==> src/rtl/dds_step_pkg.sv <==
package dds_step_pkg;
  typedef enum logic [1:0] {
    SH_IDLE  = 2'd0,
    SH_SETUP = 2'd1,
    SH_HIGH  = 2'd2
  } shaper_st_e;
endpackage

==> src/rtl/dds_phase_acc.sv <==
module dds_phase_acc #(
  parameter int ACC_W = 16
) (
  input  logic             clk,
  input  logic             rst_n,
  input  logic             tick,
  input  logic [ACC_W-1:0] vel,
  output logic [ACC_W-1:0] acc,
  output logic             fwd_evt,
  output logic             rev_evt
);
  localparam int SUM_W = ACC_W + 1;

  logic [ACC_W-1:0] acc_q, acc_d;
  logic [SUM_W-1:0] sum;
  logic             vel_neg;

  assign vel_neg = vel[ACC_W-1];
  assign sum     = {1'b0, acc_q} + {1'b0, vel};

  always_comb begin
    acc_d   = acc_q;
    fwd_evt = 1'b0;
    rev_evt = 1'b0;
    if (tick) begin
      acc_d   = sum[ACC_W-1:0];
      fwd_evt = !vel_neg &&  sum[ACC_W];
      rev_evt =  vel_neg && !sum[ACC_W];
    end
  end

  always_ff @(posedge clk or negedge rst_n) begin
    if (!rst_n) acc_q <= '0;
    else        acc_q <= acc_d;
  end

  assign acc = acc_q;

  // accumulator moves only on a tick
  a_r2_hold_no_tick: assert property (@(posedge clk) disable iff (!rst_n)
    !tick |=> $stable(acc_q));

  // zero command leaves the accumulator in place
  a_r6_zero_cmd: assert property (@(posedge clk) disable iff (!rst_n)
    (tick && vel == '0) |=> $stable(acc_q));
endmodule

==> src/rtl/dds_post_scaler.sv <==
module dds_post_scaler #(
  parameter int POST_DIV = 1
) (
  input  logic clk,
  input  logic rst_n,
  input  logic fwd_in,
  input  logic rev_in,
  output logic fwd_out,
  output logic rev_out
);
  localparam int CNT_W = (POST_DIV > 1) ? $clog2(POST_DIV) : 1;
  localparam logic [CNT_W-1:0] CNT_TOP = CNT_W'(POST_DIV - 1);

  logic fwd_q, rev_q, fwd_d, rev_d;

  generate
    if (POST_DIV == 1) begin : g_bypass
      always_comb begin
        fwd_d = fwd_in;
        rev_d = rev_in;
      end
    end else begin : g_divide
      logic [CNT_W-1:0] cnt_q, cnt_d;

      always_comb begin
        cnt_d = cnt_q;
        fwd_d = 1'b0;
        rev_d = 1'b0;
        if (fwd_in) begin
          if (cnt_q == CNT_TOP) begin
            cnt_d = '0;
            fwd_d = 1'b1;
          end else begin
            cnt_d = cnt_q + 1'b1;
          end
        end else if (rev_in) begin
          if (cnt_q == '0) begin
            cnt_d = CNT_TOP;
            rev_d = 1'b1;
          end else begin
            cnt_d = cnt_q - 1'b1;
          end
        end
      end

      always_ff @(posedge clk or negedge rst_n) begin
        if (!rst_n) cnt_q <= '0;
        else        cnt_q <= cnt_d;
      end

      // count stays inside 0..POST_DIV-1
      a_r7_cnt_range: assert property (@(posedge clk) disable iff (!rst_n)
        cnt_q <= CNT_TOP);
      // a forward step only leaves a wrapped count of zero
      a_r7_fwd_wrap: assert property (@(posedge clk) disable iff (!rst_n)
        fwd_q |-> cnt_q == '0);
    end
  endgenerate

  always_ff @(posedge clk or negedge rst_n) begin
    if (!rst_n) begin
      fwd_q <= 1'b0;
      rev_q <= 1'b0;
    end else begin
      fwd_q <= fwd_d;
      rev_q <= rev_d;
    end
  end

  assign fwd_out = fwd_q;
  assign rev_out = rev_q;

  // never a forward and a reverse step together
  a_r10_one_event: assert property (@(posedge clk) disable iff (!rst_n)
    $onehot0({fwd_q, rev_q}));
endmodule

==> src/rtl/dds_pulse_shaper.sv <==
module dds_pulse_shaper
  import dds_step_pkg::*;
#(
  parameter int PULSE_W = 3
) (
  input  logic clk,
  input  logic rst_n,
  input  logic fwd_evt,
  input  logic rev_evt,
  output logic step,
  output logic dir
);
  localparam int WC_W = $clog2(PULSE_W + 1);
  localparam logic [WC_W-1:0] WC_END = WC_W'(PULSE_W);

  shaper_st_e      st_q, st_d;
  logic [WC_W-1:0] wc_q, wc_d;
  logic            step_q, step_d, dir_q, dir_d;

  always_comb begin
    st_d   = st_q;
    wc_d   = wc_q;
    step_d = step_q;
    dir_d  = dir_q;
    unique case (st_q)
      SH_IDLE: begin
        if (fwd_evt || rev_evt) begin
          dir_d = rev_evt;
          st_d  = SH_SETUP;
        end
      end
      SH_SETUP: begin
        step_d = 1'b1;
        wc_d   = WC_W'(1);
        st_d   = SH_HIGH;
      end
      SH_HIGH: begin
        if (wc_q == WC_END) begin
          step_d = 1'b0;
          wc_d   = '0;
          st_d   = SH_IDLE;
        end else begin
          wc_d = wc_q + 1'b1;
        end
      end
      default: st_d = SH_IDLE;
    endcase
  end

  always_ff @(posedge clk or negedge rst_n) begin
    if (!rst_n) begin
      st_q   <= SH_IDLE;
      wc_q   <= '0;
      step_q <= 1'b0;
      dir_q  <= 1'b0;
    end else begin
      st_q   <= st_d;
      wc_q   <= wc_d;
      step_q <= step_d;
      dir_q  <= dir_d;
    end
  end

  assign step = step_q;
  assign dir  = dir_q;

  // independent high-time counter for the width check
  logic [WC_W:0] hi_len_q;
  always_ff @(posedge clk or negedge rst_n) begin
    if (!rst_n)      hi_len_q <= '0;
    else if (step_q) hi_len_q <= hi_len_q + 1'b1;
    else             hi_len_q <= '0;
  end

  // direction settled one clock ahead of the rising edge
  a_r8_dir_setup: assert property (@(posedge clk) disable iff (!rst_n)
    $rose(step_q) |-> $stable(dir_q));
  // direction held while step is high
  a_r8_dir_hold: assert property (@(posedge clk) disable iff (!rst_n)
    (step_q && $past(step_q)) |-> $stable(dir_q));
  // pulse width
  a_r9_width: assert property (@(posedge clk) disable iff (!rst_n)
    $fell(step_q) |-> hi_len_q == (WC_W + 1)'(PULSE_W));
endmodule

==> src/rtl/dds_step_gen.sv <==
module dds_step_gen #(
  parameter int ACC_W    = 16,
  parameter int POST_DIV = 1,
  parameter int PULSE_W  = 3
) (
  input  logic             clk,
  input  logic             rst_n,
  input  logic             tick,
  input  logic [ACC_W-1:0] vel_cmd,
  output logic             step,
  output logic             dir,
  output logic [ACC_W-1:0] acc_pos
);
  logic [1:0] rs_q;
  logic       rst_sync_n;
  logic       acc_fwd, acc_rev, ps_fwd, ps_rev;

  always_ff @(posedge clk or negedge rst_n) begin
    if (!rst_n) rs_q <= 2'b00;
    else        rs_q <= {rs_q[0], 1'b1};
  end
  assign rst_sync_n = rs_q[1];

  dds_phase_acc #(.ACC_W(ACC_W)) u_acc (
    .clk     (clk),
    .rst_n   (rst_sync_n),
    .tick    (tick),
    .vel     (vel_cmd),
    .acc     (acc_pos),
    .fwd_evt (acc_fwd),
    .rev_evt (acc_rev)
  );

  dds_post_scaler #(.POST_DIV(POST_DIV)) u_post (
    .clk     (clk),
    .rst_n   (rst_sync_n),
    .fwd_in  (acc_fwd),
    .rev_in  (acc_rev),
    .fwd_out (ps_fwd),
    .rev_out (ps_rev)
  );

  dds_pulse_shaper #(.PULSE_W(PULSE_W)) u_shape (
    .clk     (clk),
    .rst_n   (rst_sync_n),
    .fwd_evt (ps_fwd),
    .rev_evt (ps_rev),
    .step    (step),
    .dir     (dir)
  );

  // outputs quiet during reset
  a_r1_reset_quiet: assert property (@(posedge clk)
    !rst_sync_n |-> (!step && !dir && acc_pos == '0));
endmodule

==> config.mk <==
export PLATFORM = sky130hd
export DESIGN_NAME = dds_step_gen
export DESIGN_NICKNAME = d
export VERILOG_FILES = /design/src/rtl/dds_step_pkg.sv /design/src/rtl/dds_phase_acc.sv /design/src/rtl/dds_post_scaler.sv /design/src/rtl/dds_pulse_shaper.sv /design/src/rtl/dds_step_gen.sv
export SDC_FILE = /design/constraint.sdc
export NUM_CORES = 1
export LEC_CHECK = 0
export BUFFER_PORTS_ARGS = -buffer_cell sky130_fd_sc_hd__buf_2
export CORE_UTILIZATION = 49
export CTS_CLUSTER_DIAMETER = 100
export DETAILED_ROUTE_END_ITERATION = 8
export GPL_TIMING_DRIVEN = 0
export PLACE_DENSITY_LB_ADDON = 0.15
export SLEW_MARGIN = 40
export SYNTH_ARGS = -nofsm -noshare
export SYNTH_HDL_FRONTEND = slang
export SYNTH_SLANG_ARGS = --single-unit
export TNS_END_PERCENT = 10
==> constraint.sdc <==
create_clock -name clk -period 0.8 [get_ports clk]
set_input_delay 0.12 -clock clk [delete_from_list [all_inputs] [get_ports clk]]
set_output_delay 0.12 -clock clk [all_outputs]
set_load 0.005 [all_outputs]
Word-level counts from Yosys, hierarchy flattened
Cells that the tools add are included.
Widths: inputs -> output; s select.

storage, ports and cells
  bits in registers = 26
  input port bits = 19
  output and inout port bits = 18
  word-level logic and storage cells = 34

cells by class
  add/sub/neg operators = 2
  equality and inequality tests = 5
  muxes and demuxes = 9
  reductions and logical operators = 10

operator list
  kind                 number
  $add 16x16->17       1
  $mux 2               3
  $pmux 2 s3           1
  $reduce_and 2->1     3
  $eq 2x2->1 const B   2
  $ne 2x1->1 const B   2
  $pmux 2 s2           1
  $mux 1               3
  $add 2x1->2 const B  1
  $eq 2x1->1 const B   1
  $logic_and 1x1->1    2
  $logic_not 1->1      2
  $logic_not 2->1      1
  $pmux 1 s2           1
  $reduce_bool 2->1    1
  $logic_or 1x1->1     1

Depth between registers and ports, before layout
Gate-level depths: netlist of the first run.

  depth after elaboration = 4
  gate-level depth with buffers = 8
  depth with buffers taken out = 8

Modules after synthesis
Synthesis of the first run repeated with hierarchy kept, for this count alone.

second synthesis, totals
  cells, all modules = 219
  area, all modules = 1989.4 µm²

by module, submodules not included
  module            times used  cells each  area an instance (µm²)  seq. area each (µm²)
  dds_phase_acc     1           186         1557.7                  400.4
  dds_pulse_shaper  1           28          327.8                   150.1
  dds_step_gen      1           3           53.8                    50.0
  dds_post_scaler   1           2           50.0                    50.0

Worst setup path before layout of the first run
Ideal clock, no wire load.

  path kind = flip-flop to flip-flop
  from = register u_acc.acc_q[0] (netlist: u_acc.acc[0])
  to = register u_acc.acc_q[10] (netlist: u_acc.acc[10])
  setup time = 0.125 ns
  arrival = 1.840 ns
  setup slack = -1.165 ns
  cell stages (with the launch flop) = 9
  clock period less this slack = 1.965 ns
  cells stage by stage = dfrtp_1 > ha_1 > fa_1 > a21o_1 > a21oi_2 > a21oi_1 > o22ai_2 > xnor2_1 > mux2_4

on the way
  longest elaborated chain between the ends = 1

ends and longest elaborated chain
  item                    line                 RTL
  start, declared         dds_phase_acc.sv:14  logic [ACC_W-1:0] acc_q, acc_d;
  start signal, assigned  dds_phase_acc.sv:33  if (!rst_n) acc_q <= '0;
  start signal, assigned  dds_phase_acc.sv:34  else acc_q <= acc_d;
  $add 16x16->17          dds_phase_acc.sv:19  assign sum = {1'b0, acc_q} + {1'b0, vel};

Every way passes these cells.
A chain may end at the register's enable or synchronous reset.

Worst setup path in the final report of the first run
Same ends and word-level chain as after synthesis.

==> results of run 1 <==
==> worst paths after layout <==
check	endpoint	slack [ns]	cells past startpoint
max in group asynchronous	u_acc.acc[4]	0.17	0
max reg2reg	u_acc.acc[10]	-1.30	8
min reg2reg	u_acc.acc[14]	0.26	0
min in group asynchronous	rs_q[1]	0.14	2
max	u_acc.acc[10]	-1.30	8
min	u_post.rev_out	0.11	3
==> flip-flops by register name, summed over array words and instances (netlist names) <==
| register | count |
|---|---|
| u_post.rev_out | 1 |
| rs_q | 2 |
| u_shape.st_q | 2 |
| u_shape.wc_q | 2 |
| u_shape.step | 1 |
| u_shape.dir | 1 |
| u_post.fwd_out | 1 |
| u_acc.acc | 16 |
==> timing repair <==
item,4_1_cts,5_1_grt
hold buffers,1,0
buffers inserted,5,1
resized for setup,22,22
endpoints found under the hold margin,2,0
pin swaps,14,5
endpoints found under the setup margin,42,42
==> kinds of logic (layout without fill, tap and decap cells) <==
| group | Yosys count | after routing | share of synthesized area |
|---|---|---|---|
| AOI/OAI and AO/OA | 58 | 58 | 0.217 |
| and+or+nand+nor | 52 | 52 | 0.131 |
| DFF | 26 | 26 | 0.356 |
| adders and majority gates | 21 | 21 | 0.148 |
| buffers and inverters | 11 | 57 | 0.0336 |
| xor gates and xnor gates | 10 | 10 | 0.0480 |
| muxes | 10 | 10 | 0.0637 |
| other | 1 | 1 | 0.00205 |
==> power groups by stage <==
| stage | clock network (mW) | registers [mW] | logic, mW |
|---|---|---|---|
| floorplan | 0 | 2.31 | 3.88 |
| global placement | 0 | 2.28 | 5.05 |
| detailed placement | 0 | 2.34 | 5.21 |
| CTS | 0.879 | 2.32 | 5.86 |
| global route | 0.943 | 2.44 | 7.01 |
| finish | 0.873 | 2.34 | 6.45 |
==> stage by stage <==
| stage | setup slack, ns | instance area, µm² | util | setup TNS (ns) | total power, mW |
|---|---|---|---|---|---|
| after floorplan | -1.11 | 1830 | - | -17.44 | 6.19 |
| after global placement | -1.30 | 2060 | 0.599 | -25.76 | 7.33 |
| after detailed placement | -1.35 | 2060 | 0.600 | -20.56 | 7.55 |
| after CTS | -1.31 | 2250 | 0.653 | -22.58 | 9.06 |
| after global routing | -1.36 | 2350 | 0.683 | -25.33 | 10.4 |
| final | -1.30 | 2350 | 0.683 | -22.95 | 9.67 |
==> tightest hold or removal path: stages <==
cell,delay [ns]
buf_2,0.12
nand2_1,0.07
a211oi_2,0.04
==> cell usage after synthesis (2+ instances only) <==
master / number
xnor2_1: 8
and3_1: 2
a311oi_1: 2
nand3_1: 7
a211oi_1: 3
o21ai_1: 5
mux2_2: 9
nor2b_1: 3
inv_1: 6
a31oi_1: 2
ha_1: 20
nand2_1: 21
o21ai_0: 8
a21oi_2: 4
dfrtp_1: 26
o21a_1: 4
buf_6: 2
a211o_1: 2
nor2_1: 13
a21oi_1: 12
xor2_1: 2
a21o_1: 4
==> layout make-up <==
cell class / instances / area (µm²) / share of cell area
Buffer: 5 / 41.3 / 0.0176
Clock buffer: 4 / 55.1 / 0.0234
Inverter: 6 / 22.5 / 0.00958
Multi-Input combinational cell: 152 / 1290 / 0.550
Sequential cell: 26 / 652 / 0.277
Tap cell: 46 / 57.6 / 0.0245
Timing Repair Buffer: 42 / 230 / 0.0979
==> per-layer routing <==
metal,track usage,vias up,wire (µm)
li1,-,786,-
met1,0.288,781,1910
met2,0.395,43,2310
met3,0.0255,7,201
met4,0.0843,0,76
met5,0,-,0
==> flow_summary.ini, run 1 <==
[cts]
clockBufferDepth = 2
numCtsBuffers = 3
clk_latency_ns = 0.28
cts_root_buf = clkbuf_8
clock-sinks = 26
clk_pin_slew_ns = 0.09
cts_max_level = 1
cts_tree = built

[global_route]
antenna_found_initial = 0
grt_max_degree = 25
grt_overflow = 0
grt_pass1_vias = 1521
grt_pass1_wl_um = 7020
grt_usage = 0.228

[place]
dp_cells = 270
hpwlAfterDp_um = 3160
routabilityCongestion = 0.925
numPortBuffers = 35

[flow_run]
drv_cap = 0

[cells_and_area]
layout_common_cells = buf_2, dfrtp_1, nand2_1
antenna_cells = 0
layout_commonest_cell = buf_2
drive_gt1_frac = 0.421
area_growth_pct = 28.8
nFillCells = 282
fin_cells = 281
nNetsFinal = 276

[sta]
rsz0062_at_grt = true
period_share = 2.63
clock_skew_ns = 0.00577
maxSlewViolCount = 0
fin_hold_ws_ns = 0.106
setup_slack_ns = -1.30
post-route-min-period_ns = 2.10
fmax_ghz = 0.476
slew_headroom = 0.638
worstMarginPinSlew_ns = 0.544
setup_viol = 42
hold_violations = 0

[worst_setup_path]
critical_path.top_delay_family = compound AO/OA/AOI/OAI gates
startpoint = u_acc.acc[0]
worst-path-buf-inv = 0
end_kind = flip-flop
worstPathRequired_ns = 0.97
arrival_ns = 2.27
worstPathCellList = ha_4 > fa_2 > a21o_1 > a21oi_2 > a21oi_1 > o22ai_2 > xnor2_1 > mux2_4
slowest_delay_ns = 0.42
cp_slowest_cell = dfrtp_1
crit_fanout = 3
path_class = flip-flop to flip-flop
worstReg2RegStart = u_acc.acc[0]
cp-start-kind = flip-flop

[pwr]
switchingPower_mw = 4.19
leakage_nw = 1.05
swShare = 0.433
cellPowerDensity_nw_per_um2 = 4110
peakVddDrop_v = 0.00216
internal_power_mw = 5.48
p_clk_frac = 0.090
comb_power_share = 0.667
p_seq_frac = 0.242

[synth]
yosysTopAreaCellShare = 0.356
syn_inst = 189
synth_edf_count = 0
synth_top_area_cell = dfrtp_1
synth_cell_types = 46
postSynthAreaPerCell_um2 = 9.66
ys_ff_latch = 26
synth_area_leaders = dfrtp_1, ha_1, mux2_2, nand2_1, xnor2_1
syn_nets = 229
yosysSeqAreaShare = 0.356
synthArstFlopShare = 1.00
synth_ff_type = dfrtp_1
netlist_area_um2 = 1830
yosys_warnings = 0

[min_path]
hp-class = input pin to flip-flop
hold_path_startpoint = vel_cmd[15]

[routing]
drt_wl_total_um = 4500
drt_iter0_markers = 69
firstDrtPassIters = 4
drtAntennaViolNets = 0
drc = 0
vias_per_cell = 5.75
wl_per_cell_um = 16.0
vias = 1617

[floorplanning]
die_w_um = 63.0
start_util = 0.530
ios = 37
core_um2 = 3440
dieArea_um2 = 3970
fp.dieH_um = 63.0
num_rows = 21

[run_status]
violations = setup timing
status = finished, violations left
Note: power is estimated with default switching activity, not from simulation.
==> run 2: changes to the inputs <==
--- a/config.mk
+++ b/config.mk
@@ -5,12 +5,15 @@
 export SDC_FILE = /design/constraint.sdc
 export NUM_CORES = 1
 export LEC_CHECK = 0
-export BUFFER_PORTS_ARGS = -buffer_cell sky130_fd_sc_hd__buf_2
-export CORE_UTILIZATION = 49
+export BUFFER_PORTS_ARGS = -buffer_cell sky130_fd_sc_hd__clkbuf_2
+export CELL_PAD_IN_SITES_DETAIL_PLACEMENT = 0
+export CELL_PAD_IN_SITES_GLOBAL_PLACEMENT = 1
+export CORE_UTILIZATION = 38
 export CTS_CLUSTER_DIAMETER = 100
 export DETAILED_ROUTE_END_ITERATION = 8
 export GPL_TIMING_DRIVEN = 0
 export PLACE_DENSITY_LB_ADDON = 0.15
+export RECOVER_POWER = 25
 export SLEW_MARGIN = 40
 export SYNTH_ARGS = -nofsm -noshare
 export SYNTH_HDL_FRONTEND = slang
==> run 2 against run 1 <==
Compared with the run above: the run ends with DRC, setup timing left; global-route usage down 5.1 points; sequential cell count unchanged; clock power up 28%; wire length down 4.8%; core utilization down 15 points; setup slack better by 0.023 ns; register-to-register slack better by 0.02 ns; non-clock buffer count down 1; hold slack worse by 0.021 ns; sequential power about the same; maximum frequency up 1.1%; critical endpoint is now u_acc.acc[12]; largest cell class unchanged.
==> flow_summary.ini, run 2 (synthesized netlist as in run 1, its figures left out) <==
[routing]
drt_iter0_markers = 54
vias_per_cell = 5.47
vias = 1565
drt_wl_total_um = 4280
drtAntennaViolNets = 0
drc = 2
firstDrtPassIters = 6
wl_per_cell_um = 15.0

[worst_setup_path]
cp-start-kind = flip-flop
crit_fanout = 5
cp_slowest_cell = dfrtp_1
slowest_delay_ns = 0.42
end_kind = flip-flop
worstPathCellList = ha_2 > and4_1 > a21oi_4 > a211oi_2 > nor2_1 > xnor2_1 > mux2_4
path_class = flip-flop to flip-flop
worstPathRequired_ns = 0.97
arrival_ns = 2.25

[pwr]
power.total_mw = 9.81
cellPowerDensity_nw_per_um2 = 4110
swShare = 0.410
p_clk_frac = 0.114
p_seq_frac = 0.242
comb_power_share = 0.644
switchingPower_mw = 4.03
leakage_nw = 1.06
internal_power_mw = 5.79
peakVddDrop_v = 0.00175

[floorplanning]
ios = 37
start_util = 0.408
die_w_um = 71.3
num_rows = 24
fp.dieH_um = 71.3
dieArea_um2 = 5090
core_um2 = 4470

[cells_and_area]
nNetsFinal = 275
largest_reg_flops = 16
fin_util = 0.533
final_cell_area_um2 = 2390
multi_input_area_um2 = 1300
area_growth_pct = 30.7
seq_area_um2 = 656
layout_commonest_cell = clkbuf_2
antenna_cells = 0
drive_gt1_frac = 0.406
layout_common_cells = clkbuf_2, dfrtp_1, nand2_1
nFillCells = 429

[cts]
numCtsBuffers = 3
clk_pin_slew_ns = 0.10
cts_max_level = 1
clockBufferDepth = 2
clk_latency_ns = 0.27
clock-sinks = 26
cts_tree = built
cts_root_buf = clkbuf_8

[global_route]
grt_pass1_vias = 1620
grt_max_degree = 25
grt_usage = 0.177
grt_overflow = 0
antenna_found_initial = 0
grt_pass1_wl_um = 7190

[sta]
hold_violations = 0
post-route-min-period_ns = 2.08
setup_slack_ns = -1.28
tns_ns = -22.12
rsz0062_at_grt = true
worstMarginPinSlew_ns = 0.537
slew_headroom = 0.642
clock_skew_ns = 0.00782
fmax_ghz = 0.481
fin_hold_ws_ns = 0.0857
maxSlewViolCount = 0
setup_viol = 42
period_share = 2.60

[place]
routabilityCongestion = 0.816
place_area_um2 = 2070
numPortBuffers = 35
hpwlAfterDp_um = 3160

[flow_run]
drv_cap = 0

[run_status]
violations = DRC, setup timing
status = finished, violations left

[min_path]
hp-class = input pin to flip-flop
==> run 2: worst paths after layout <==
check,start,cells after the start,end,slack (ns)
max in group asynchronous,rs_q[1],0,u_acc.acc[1],0.28
worst min-delay path,vel_cmd[15],3,u_post.rev_out,0.09
worst min register to register,rs_q[1],0,u_acc.acc[6],0.23
min in group asynchronous,rst_n,2,rs_q[1],0.15
worst max-delay path,u_acc.acc[6],7,u_acc.acc[12],-1.28
worst max register to register,u_acc.acc[6],7,u_acc.acc[12],-1.28
==> run 2: layer usage <==
| layer | GRT usage | vias up | part of all wire |
|---|---|---|---|
| met4 | 0.0378 | 0 | 0.0068 |
| met3 | 0.0239 | 4 | 0.030 |
| met5 | 0 | - | 0 |
| met1 | 0.222 | 758 | 0.45 |
| met2 | 0.322 | 25 | 0.51 |
| li1 | - | 778 | - |
==> run 2: layout make-up <==
class | instances | area share
Clock buffer | 3 | 0.0173
Inverter | 6 | 0.00944
Clock inverter | 1 | 0.0126
Sequential cell | 26 | 0.275
Tap cell | 52 | 0.0273
Buffer | 5 | 0.0189
Timing Repair Buffer | 41 | 0.0944
Multi-Input combinational cell | 152 | 0.545
==> run 2: through the flow <==
stage	setup slack [ns]	cells
finish	-1.28	286
global placement	-1.35	276
CTS	-1.28	283
global route	-1.38	286
floorplan	-1.11	189
detailed placement	-1.35	276
==> run 2: critical path: cells and delay by family, from the launching register on <==
family / cells / cell delay (ns)
compound gates: 2 / 0.39
fa+ha+maj: 1 / 0.39
mux: 1 / 0.25
flops: 1 / 0.42
simple gates: 2 / 0.37
xor+xnor: 1 / 0.13
==> run 2: what timing repair did <==
| action | in CTS | in global routing |
|---|---|---|
| resized for setup | 14 | 33 |
| setup endpoints to repair | 42 | 42 |
| endpoints found under the hold margin | 2 | 0 |
| hold buffers | 1 | 0 |
| setup buffers | 2 | 3 |
| pin swaps | 13 | 7 |
==> run 2: power by group through the flow <==
stage | registers (mW) | logic [mW] | clock network, mW
global placement | 2.29 | 5.07 | 0
floorplan | 2.31 | 3.88 | 0
finish | 2.37 | 6.32 | 1.12
detailed placement | 2.34 | 5.19 | 0
CTS | 2.32 | 5.57 | 1.17
global route | 2.48 | 7.03 | 1.21
